`config.mk`:
```
export PLATFORM = sky130hd
export DESIGN_NAME = clkfd_top
export DESIGN_NICKNAME = d
export VERILOG_FILES = /design/src/rtl/clkfd_pkg.sv /design/src/rtl/clkfd_frac_stage.sv /design/src/rtl/clkfd_int_stage.sv /design/src/rtl/clkfd_switch.sv /design/src/rtl/clkfd_top.sv
export SDC_FILE = /design/constraint.sdc
export NUM_CORES = 1
export LEC_CHECK = 0
export ABC_AREA = 1
export BUFFER_PORTS_ARGS = -buffer_cell sky130_fd_sc_hd__buf_2
export CAP_MARGIN = 20
export CORE_MARGIN = 1.5
export CORE_UTILIZATION = 40
export DETAILED_ROUTE_END_ITERATION = 6
export PLACE_DENSITY = 0.63
export SLEW_MARGIN = 20
export SYNTH_ARGS = -nofsm -noshare
export SYNTH_HDL_FRONTEND = slang
export SYNTH_SLANG_ARGS = --single-unit
```
`constraint.sdc`:
```
create_clock -name clk_i -period 5 [get_ports clk_i]
set_input_delay 0 -clock clk_i [delete_from_list [all_inputs] [get_ports clk_i]]
set_output_delay 0 -clock clk_i [all_outputs]
set_load 0.005 [all_outputs]
```
`src/rtl/clkfd_pkg.sv`:
```
package clkfd_pkg;
  typedef enum logic [1:0] {
    SRC_XTAL = 2'd0,
    SRC_TO_REF = 2'd1,
    SRC_REF = 2'd2,
    SRC_TO_XTAL = 2'd3
  } src_state_e;

  localparam int unsigned KEEP_PER_N = 18;
endpackage

```
`src/rtl/clkfd_frac_stage.sv`:
```
module clkfd_frac_stage #(
  parameter int unsigned FRAC_W = 6,
  parameter int unsigned KEEP = clkfd_pkg::KEEP_PER_N
) (
  input  logic              clk_i,
  input  logic              rst_ni,
  input  logic              run_i,
  input  logic              gate_i,
  input  logic [FRAC_W-1:0] n_i,
  output logic              pulse_o
);
  localparam int unsigned SUM_W = FRAC_W + 2;

  logic [SUM_W-1:0] phase_q;
  logic [SUM_W-1:0] sum;
  logic [SUM_W-1:0] n_ext;

  assign n_ext   = SUM_W'(n_i);
  assign sum     = phase_q + SUM_W'(KEEP);
  assign pulse_o = run_i && !gate_i && (sum >= n_ext);

  always_ff @(posedge clk_i or negedge rst_ni) begin
    if (!rst_ni) begin
      phase_q <= '0;
    end else if (!run_i) begin
      phase_q <= '0;
    end else if (!gate_i) begin
      phase_q <= pulse_o ? (sum - n_ext) : sum;
    end
  end
endmodule

```
`src/rtl/clkfd_int_stage.sv`:
```
module clkfd_int_stage #(
  parameter int unsigned DIV_W = 8
) (
  input  logic             clk_i,
  input  logic             rst_ni,
  input  logic             run_i,
  input  logic             gate_i,
  input  logic             pulse_i,
  input  logic [DIV_W-1:0] d_i,
  output logic             pulse_o
);
  logic [DIV_W-1:0] cnt_q;
  logic             last;

  assign last    = (cnt_q == d_i - DIV_W'(1));
  assign pulse_o = run_i && !gate_i && pulse_i && last;

  always_ff @(posedge clk_i or negedge rst_ni) begin
    if (!rst_ni) begin
      cnt_q <= '0;
    end else if (!run_i) begin
      cnt_q <= '0;
    end else if (pulse_i && !gate_i) begin
      cnt_q <= last ? '0 : cnt_q + DIV_W'(1);
    end
  end
endmodule

```
`src/rtl/clkfd_switch.sv`:
```
module clkfd_switch
  import clkfd_pkg::*;
(
  input  logic clk_i,
  input  logic rst_ni,
  input  logic bypass_i,
  input  logic xtal_tick_i,
  input  logic div_pulse_i,
  output logic run_o,
  output logic load_o,
  output logic clk_en_o,
  output logic busy_xtal_o,
  output logic busy_ref_o
);
  src_state_e state_q, state_d;
  logic       ce_q, ce_d;

  always_comb begin
    state_d = state_q;
    ce_d    = 1'b0;
    unique case (state_q)
      SRC_XTAL: begin
        ce_d = xtal_tick_i;
        if (!bypass_i) state_d = SRC_TO_REF;
      end
      SRC_TO_REF: begin
        if (div_pulse_i) state_d = SRC_REF;
      end
      SRC_REF: begin
        ce_d = div_pulse_i;
        if (bypass_i) state_d = SRC_TO_XTAL;
      end
      SRC_TO_XTAL: begin
        if (xtal_tick_i) state_d = SRC_XTAL;
      end
      default: state_d = SRC_XTAL;
    endcase
  end

  always_ff @(posedge clk_i or negedge rst_ni) begin
    if (!rst_ni) begin
      state_q <= SRC_XTAL;
      ce_q    <= 1'b0;
    end else begin
      state_q <= state_d;
      ce_q    <= ce_d;
    end
  end

  assign run_o       = (state_q == SRC_TO_REF) || (state_q == SRC_REF);
  assign load_o      = (state_q == SRC_XTAL);
  assign clk_en_o    = ce_q;
  assign busy_xtal_o = (state_q == SRC_TO_XTAL);
  assign busy_ref_o  = (state_q == SRC_TO_REF);
endmodule

```
`src/rtl/clkfd_top.sv`:
```
module clkfd_top #(
  parameter int unsigned FRAC_W = 6,
  parameter int unsigned DIV_W = 8
) (
  input  logic              clk_i,
  input  logic              rst_ni,
  input  logic              xtal_tick_i,
  input  logic [FRAC_W-1:0] frac_n_i,
  input  logic [DIV_W-1:0]  div_d_i,
  input  logic              frac_gate_i,
  input  logic              div_gate_i,
  input  logic              bypass_i,
  output logic              clk_en_o,
  output logic              busy_xtal_o,
  output logic              busy_ref_o
);
  localparam int unsigned KEEP = clkfd_pkg::KEEP_PER_N;
  localparam logic [FRAC_W-1:0] N_MIN = FRAC_W'(KEEP);
  localparam logic [DIV_W-1:0] D_MIN = DIV_W'(1);

  logic [FRAC_W-1:0] n_q;
  logic [DIV_W-1:0]  d_q;
  logic              run, load, frac_pulse, div_pulse;

  always_ff @(posedge clk_i or negedge rst_ni) begin
    if (!rst_ni) begin
      n_q <= N_MIN;
      d_q <= D_MIN;
    end else if (load) begin
      n_q <= (frac_n_i < N_MIN) ? N_MIN : frac_n_i;
      d_q <= (div_d_i == '0) ? D_MIN : div_d_i;
    end
  end

  clkfd_frac_stage #(.FRAC_W(FRAC_W), .KEEP(KEEP)) frac_i (
    .clk_i(clk_i), .rst_ni(rst_ni), .run_i(run), .gate_i(frac_gate_i),
    .n_i(n_q), .pulse_o(frac_pulse)
  );

  clkfd_int_stage #(.DIV_W(DIV_W)) int_i (
    .clk_i(clk_i), .rst_ni(rst_ni), .run_i(run), .gate_i(div_gate_i),
    .pulse_i(frac_pulse), .d_i(d_q), .pulse_o(div_pulse)
  );

  clkfd_switch sw_i (
    .clk_i(clk_i), .rst_ni(rst_ni), .bypass_i(bypass_i),
    .xtal_tick_i(xtal_tick_i), .div_pulse_i(div_pulse),
    .run_o(run), .load_o(load), .clk_en_o(clk_en_o),
    .busy_xtal_o(busy_xtal_o), .busy_ref_o(busy_ref_o)
  );
endmodule

```
# Word level (Yosys, flattened, before mapping)
# Index checks and enable logic that the tools add are counted.
[word_totals]
register_bits = 33
latch_bits = 0
ramBits = 0
romBits = 0
in_bits = 20
out_inout_bits = 3
memories = 0
[classes]
addsub = 4
mul = 0
div = 0
n_lt_le_gt_ge = 2
eq_ne = 10
n_shift = 0
mux = 14
bitwise = 0
n_reduce_logical = 12
[ops]
columns = ["op", "count"]
rows = [
  ["2-to-1 mux 8 bit", 7],
  ["adder 8 x 1 -> 8 bit (second input constant)", 1],
  ["adder 8 x 5 -> 8 bit (second input constant)", 1],
  ["== test 8 bit", 1],
  ["greater-or-equal comparator 8 x 6 -> 1 bit", 1],
  ["logical NOT 8 bit", 1],
  ["2-to-1 mux 2 bit", 4],
  ["!= test 2 bit (second input constant)", 4],
  ["one-hot mux 2 bit (4 select lines)", 1],
  ["subtractor 8 x 1 -> 8 bit (second input constant)", 1],
  ["subtractor 8 x 6 -> 8 bit", 1],
  ["logical AND 1 bit", 6],
  ["< comparator 6 x 5 -> 1 bit (second input constant)", 1],
  ["2-to-1 mux 6 bit", 1],
  ["== test 2 bit (second input constant)", 2],
  ["!= test 2 x 1 -> 1 bit (second input constant)", 2],
  ["AND reduction 4 bit", 1],
  ["== test 2 x 1 -> 1 bit (second input constant)", 1],
  ["logical NOT 1 bit", 2],
  ["logical NOT 2 bit", 1],
  ["one-hot mux 1 bit (2 select lines)", 1],
  ["logical OR 1 bit", 1],
]

# Longest topological paths before layout
[depth]
ltp_word = 8
depth_mapped = 18
depth_no_buf = 18

# Hierarchy
# Synthesis repeated with hierarchy kept, for this count alone.
[unflattened]
hier_cells = 391
hier_area_um2 = 2678.8
[by_module_without_submodules]
columns = ["module", "n_inst", "cells_each", "area_each_um2"]
rows = [
  ["clkfd_frac_stage", 1, 144, 938.4],
  ["clkfd_int_stage", 1, 139, 872.1],
  ["clkfd_top", 1, 77, 615.6],
  ["clkfd_switch", 1, 31, 252.7],
]

# Worst setup path after synthesis
# OpenSTA, ideal clock, no wires.
[synth_path]
path_kind = "register -> register"
startpoint = "register frac_i.phase_q[1]"
endpoint = "register int_i.cnt_q[6]"
t_arrival_ps = 2198
required_ps = 4882
setup_slack_ps = 2684
path_stages_with_launch = 19
n_path_buf = 0
period_less_slack_ps = 2316
path_cell_list = "dfrtp_1 ha_1 nand2_1 nand2_1 xor2_1 inv_1 ha_1 nand2_1 inv_1 nand2_1 nand3_2 nor2_4 nand2_4 nand3_4 nand2_4 nand2_1 nand2_1 nand2_1 nor2_2"
[synth_via]
elab_chain_len = 5
[synth_rtl]
columns = ["element", "line_no", "rtl"]
rows = [
  ["start, declared", "clkfd_frac_stage.sv:14", "logic [SUM_W-1:0] phase_q;"],
  ["start signal, assigned", "clkfd_frac_stage.sv:28", "phase_q <= pulse_o ? (sum - n_ext) : sum;"],
  ["adder 8 x 5 -> 8 bit", "clkfd_frac_stage.sv:19", "assign sum = phase_q + SUM_W'(KEEP);"],
  ["greater-or-equal comparator 8 x 6 -> 1 bit", "clkfd_frac_stage.sv:20", "assign pulse_o = run_i && !gate_i && (sum >= n_ext);"],
  ["logical AND 1 bit", "clkfd_frac_stage.sv:20", ""],
  ["logical AND 1 bit", "clkfd_int_stage.sv:23", "end else if (pulse_i && !gate_i) begin"],
  ["!= test 2 x 1 -> 1 bit (no line)", "--", ""],
  ["end signal, assigned", "clkfd_int_stage.sv:24", "cnt_q <= last ? '0 : cnt_q + DIV_W'(1);"],
  ["end, declared", "clkfd_int_stage.sv:12", "logic [DIV_W-1:0] cnt_q;"],
]
# Every way passes these cells.
# A chain may end at the register's enable or synchronous reset.

# Final worst setup path
# Same ends and word-level chain as after synthesis.

==> reports/qor.txt <==
Mapped Cells: 318
Post-Synthesis Cell Area: 2290 um2
Post-synthesis sequential area ratio: 36.2%
Worst Reg-to-Reg Cells: 18
Starting density of the core: 41.7%
Max-cap violations: 0
Routed wl met3: 135 um
Status: complete, no violations
All-layer global routing usage: 18.8%
RSZ-0062 raised after global routing: false
Min-Delay Path Depth: 3
Share of total power in combinational logic: 61.8%
Root Driver: clkbuf_8
Ant. Diodes: 0
Pwr Density: 631 nW/um2
Vias/cell: 4.81
Worst path cell trace: ha_1, nand2_1, nand2_1, xor2_1, inv_1, ha_1, nand2_1, inv_1, nand2_1, nand3_2, nor2_4, nand2_4, nand3_4, nand2_4, nand2_1, nand2_1, nand2_1, nor2_2
Gr ovfl total: 0
Hold Startpoint: frac_n_i[1]
Htree depth: 2
Critical Path RT: 5.18 ns
Hold Slack: 0.00719 ns
Site Rows: 27
Post-layout util: 49.8%
Largest net degree at the start of global routing: 34
Syn-to-layout area delta: 19.4%
Dpl cells: 408
Delay-heaviest family, CP: simple AND/OR/NAND/NOR gates
Global-route wire length before repair: 9.18 mm
Clk pwr share: 13.1%
Post-synthesis cell type count: 34
Clk_skew: 0.00534 ns
Highest metal used: met4
CP Capture Type: flop
Post-CTS Setup Bufs: 0
Synth warn: 0
CTS Buf Count: 5
Share of post-route cells with drive strength above 1: 13.6%
Routed WL per cell: 12.0 um
Post-DP HPWL: 3.82 mm
Critical Path Max Stage Delay: 0.43 ns
Tcrit/Tclk final: 50.3%
Avg Synthesized Cell Area: 7.22 um2
Slew headroom: 49.5%
Initial DRC Count: 123
Max-slew violation total from the final report: 0
FFs w/ async S/R, synth: 100%
Synth Register Bits: 33
Max Fanout on Critical Path: 10
Clock Tree Buf Depth: 2
Post-Route WL: 5.19 mm
Pre-antenna DRT Iters: 4
Primary FF master, synth: dfrtp_1
Crit-path most repeated cell: nand2_1
Switching Fraction: 49.1%
Post-synth net total: 352
Antenna-violating nets left: 0
Clk sinks: 33
IO Pins: 23
Final setup vio count: 0
Vias after detailed routing: 2,078
CTS tree: done
Crit path buf inv count: 2
Internal: 0.000880 W
RR Endpoint: int_i.cnt_q[6]
Die width: 78.7 um
Max Clk Rate: 397 MHz
Core area: 5510 um2
Min Clock Period, post-route: 2.52 ns
CP Data Arrival Time: 2.69 ns
Gpl congestion: 0.871
Critical path's slowest cell: dfrtp_1
TNS Setup: 0 ns
Metal-1 WL: 2.28 mm
Port-buffer cells: 22
Final cell count without fillers: 432
HP Class: in2reg
VDD IR max: 0.330 mV
Final hold vios: 0
Worst setup SP type: flop
Hold endpoint: n_q[1]
Initial antenna violation count: 0
DIE AREA: 6200 um2
Switching pwr: 0.000848 W
Number of global-route vias before repair: 2,124
Reg-to-reg critical path startpoint: frac_i.phase_q[1]
DRC: 0
Worst slew pin tran: 0.758 ns
Worst setup path category: reg2reg
Flop pwr share: 25.1%
Nets@finish: 393
Post-synth EDFFs: 0
Leakage: 1.42 nW
Die height: 78.7 um
Clk_lat worst skew: 0.29 ns
Flop2flop setup slack: 2.48 ns
Clock transition at path regs: 0.07 ns
Met2 WL post-DR: 2.70 mm
[worst max path at each step]
stage	startpoint	endpoint	slack [ns]	cells after the start
final	frac_i.phase_q[1]	int_i.cnt_q[6]	2.48	18
after global placement	frac_i.phase_q[1]	int_i.cnt_q[6]	2.55	18
after detailed placement	frac_i.phase_q[1]	int_i.cnt_q[6]	2.51	18
after global routing	frac_i.phase_q[1]	int_i.cnt_q[6]	2.16	18
after floorplan	frac_i.phase_q[1]	int_i.cnt_q[6]	2.68	18
after CTS	frac_i.phase_q[1]	int_i.cnt_q[6]	2.49	18
[cell usage after synthesis, drive strengths merged (2+ instances only)]
| library cell | instances | area [um2] |
|---|---|---|
| xor2 | 9 | 78.8 |
| dfstp | 3 | 78.8 |
| a21oi | 15 | 75.1 |
| clkbuf | 3 | 11.3 |
| nand4 | 3 | 18.8 |
| o22ai | 2 | 12.5 |
| nand3 | 25 | 148 |
| xnor2 | 4 | 35.0 |
| nor3 | 3 | 15.0 |
| ha | 13 | 163 |
| o21ai | 26 | 130 |
| nand2 | 90 | 360 |
| dfrtp | 30 | 751 |
| inv | 50 | 188 |
| nor2 | 29 | 124 |
| nand3b | 3 | 22.5 |
[placed cells by master (no fill, tap or decap), drive strengths merged]
cell and instances:
nor4 1, nand4 3, inv 50, xnor2 4, a211oi 1, nor2 29, o22ai 2, clkinv 1
nand3b 3, a21o 1, buf 22, fa 1, nor3 3, o21ai 26, nand2 90, dfstp 3
dfrtp 30, clkbuf 7, a21oi 15, xor2 9, or2 1, o31ai 1, dlygate4sd3 16, nand3 25
o21bai 1, a31oi 1, or3 1, ha 13
[per-layer routing]
metal / up-vias / global-route usage [%]
li1: 1094 / -
met1: 946 / 21.9
met2: 30 / 33.4
met3: 8 / 3.68
met4: 0 / 8.21
met5: - / 0
[flip-flops by register name, summed over array words and instances (netlist names)]
| name | cells |
|---|---|
| int_i.cnt_q | 8 |
| sw_i.clk_en_o | 1 |
| sw_i.state_q | 2 |
| n_q | 6 |
| frac_i.phase_q | 8 |
| d_q | 8 |
[cell type report]
type / instances / area, um2
Sequential cell: 33 / 830
Clock buffer: 7 / 96.3
Clock inverter: 1 / 5.00
Inverter: 50 / 188
Tap cell: 72 / 90.1
Fill cell: 542 / 2770
Multi-Input combinational cell: 231 / 1260
Timing Repair Buffer: 38 / 270
[per-stage QoR]
stage / setup slack, ns / total power (W) / instance area [um2]
CTS: 2.49 / 0.00174 / 2740
global placement: 2.55 / 0.00148 / 2480
floorplan: 2.68 / 0.00127 / 2290
global route: 2.16 / 0.00193 / 2740
detailed placement: 2.51 / 0.00149 / 2480
finish: 2.48 / 0.00173 / 2740
[tightest hold or removal path: stages]
cell	delay, ns
buf_2	0.08
o21ai_0	0.09
o21ai_0	0.09
[logic make-up after synthesis]
group                    count (synthesis)  synth area share, %
AND/OR/NAND/NOR                        156                 30.8
buffers and inverters                   54                 8.89
AO/OA/AOI/OAI                           48                 11.2
flip-flops                              33                 36.2
adder cells (fa/ha/maj)                 14                 7.96
XOR/XNOR                                13                 4.96
[power groups by stage]
stage	Combinational, W	Clock (W)	Sequential (W)
floorplan	0.000849	0	0.000422
global placement	0.00105	0	0.000438
detailed placement	0.00105	0	0.000439
CTS	0.00107	0.000232	0.000434
global route	0.00124	0.000241	0.000448
finish	0.00107	0.000227	0.000434
[repair_timing]
| item | in CTS | in global routing |
|---|---|---|
| hold buffers | 16 | 0 |
| hold endpoints to repair | 44 | 0 |
| resized for setup | 0 | 0 |
Note: power is estimated with default switching activity, not from simulation.
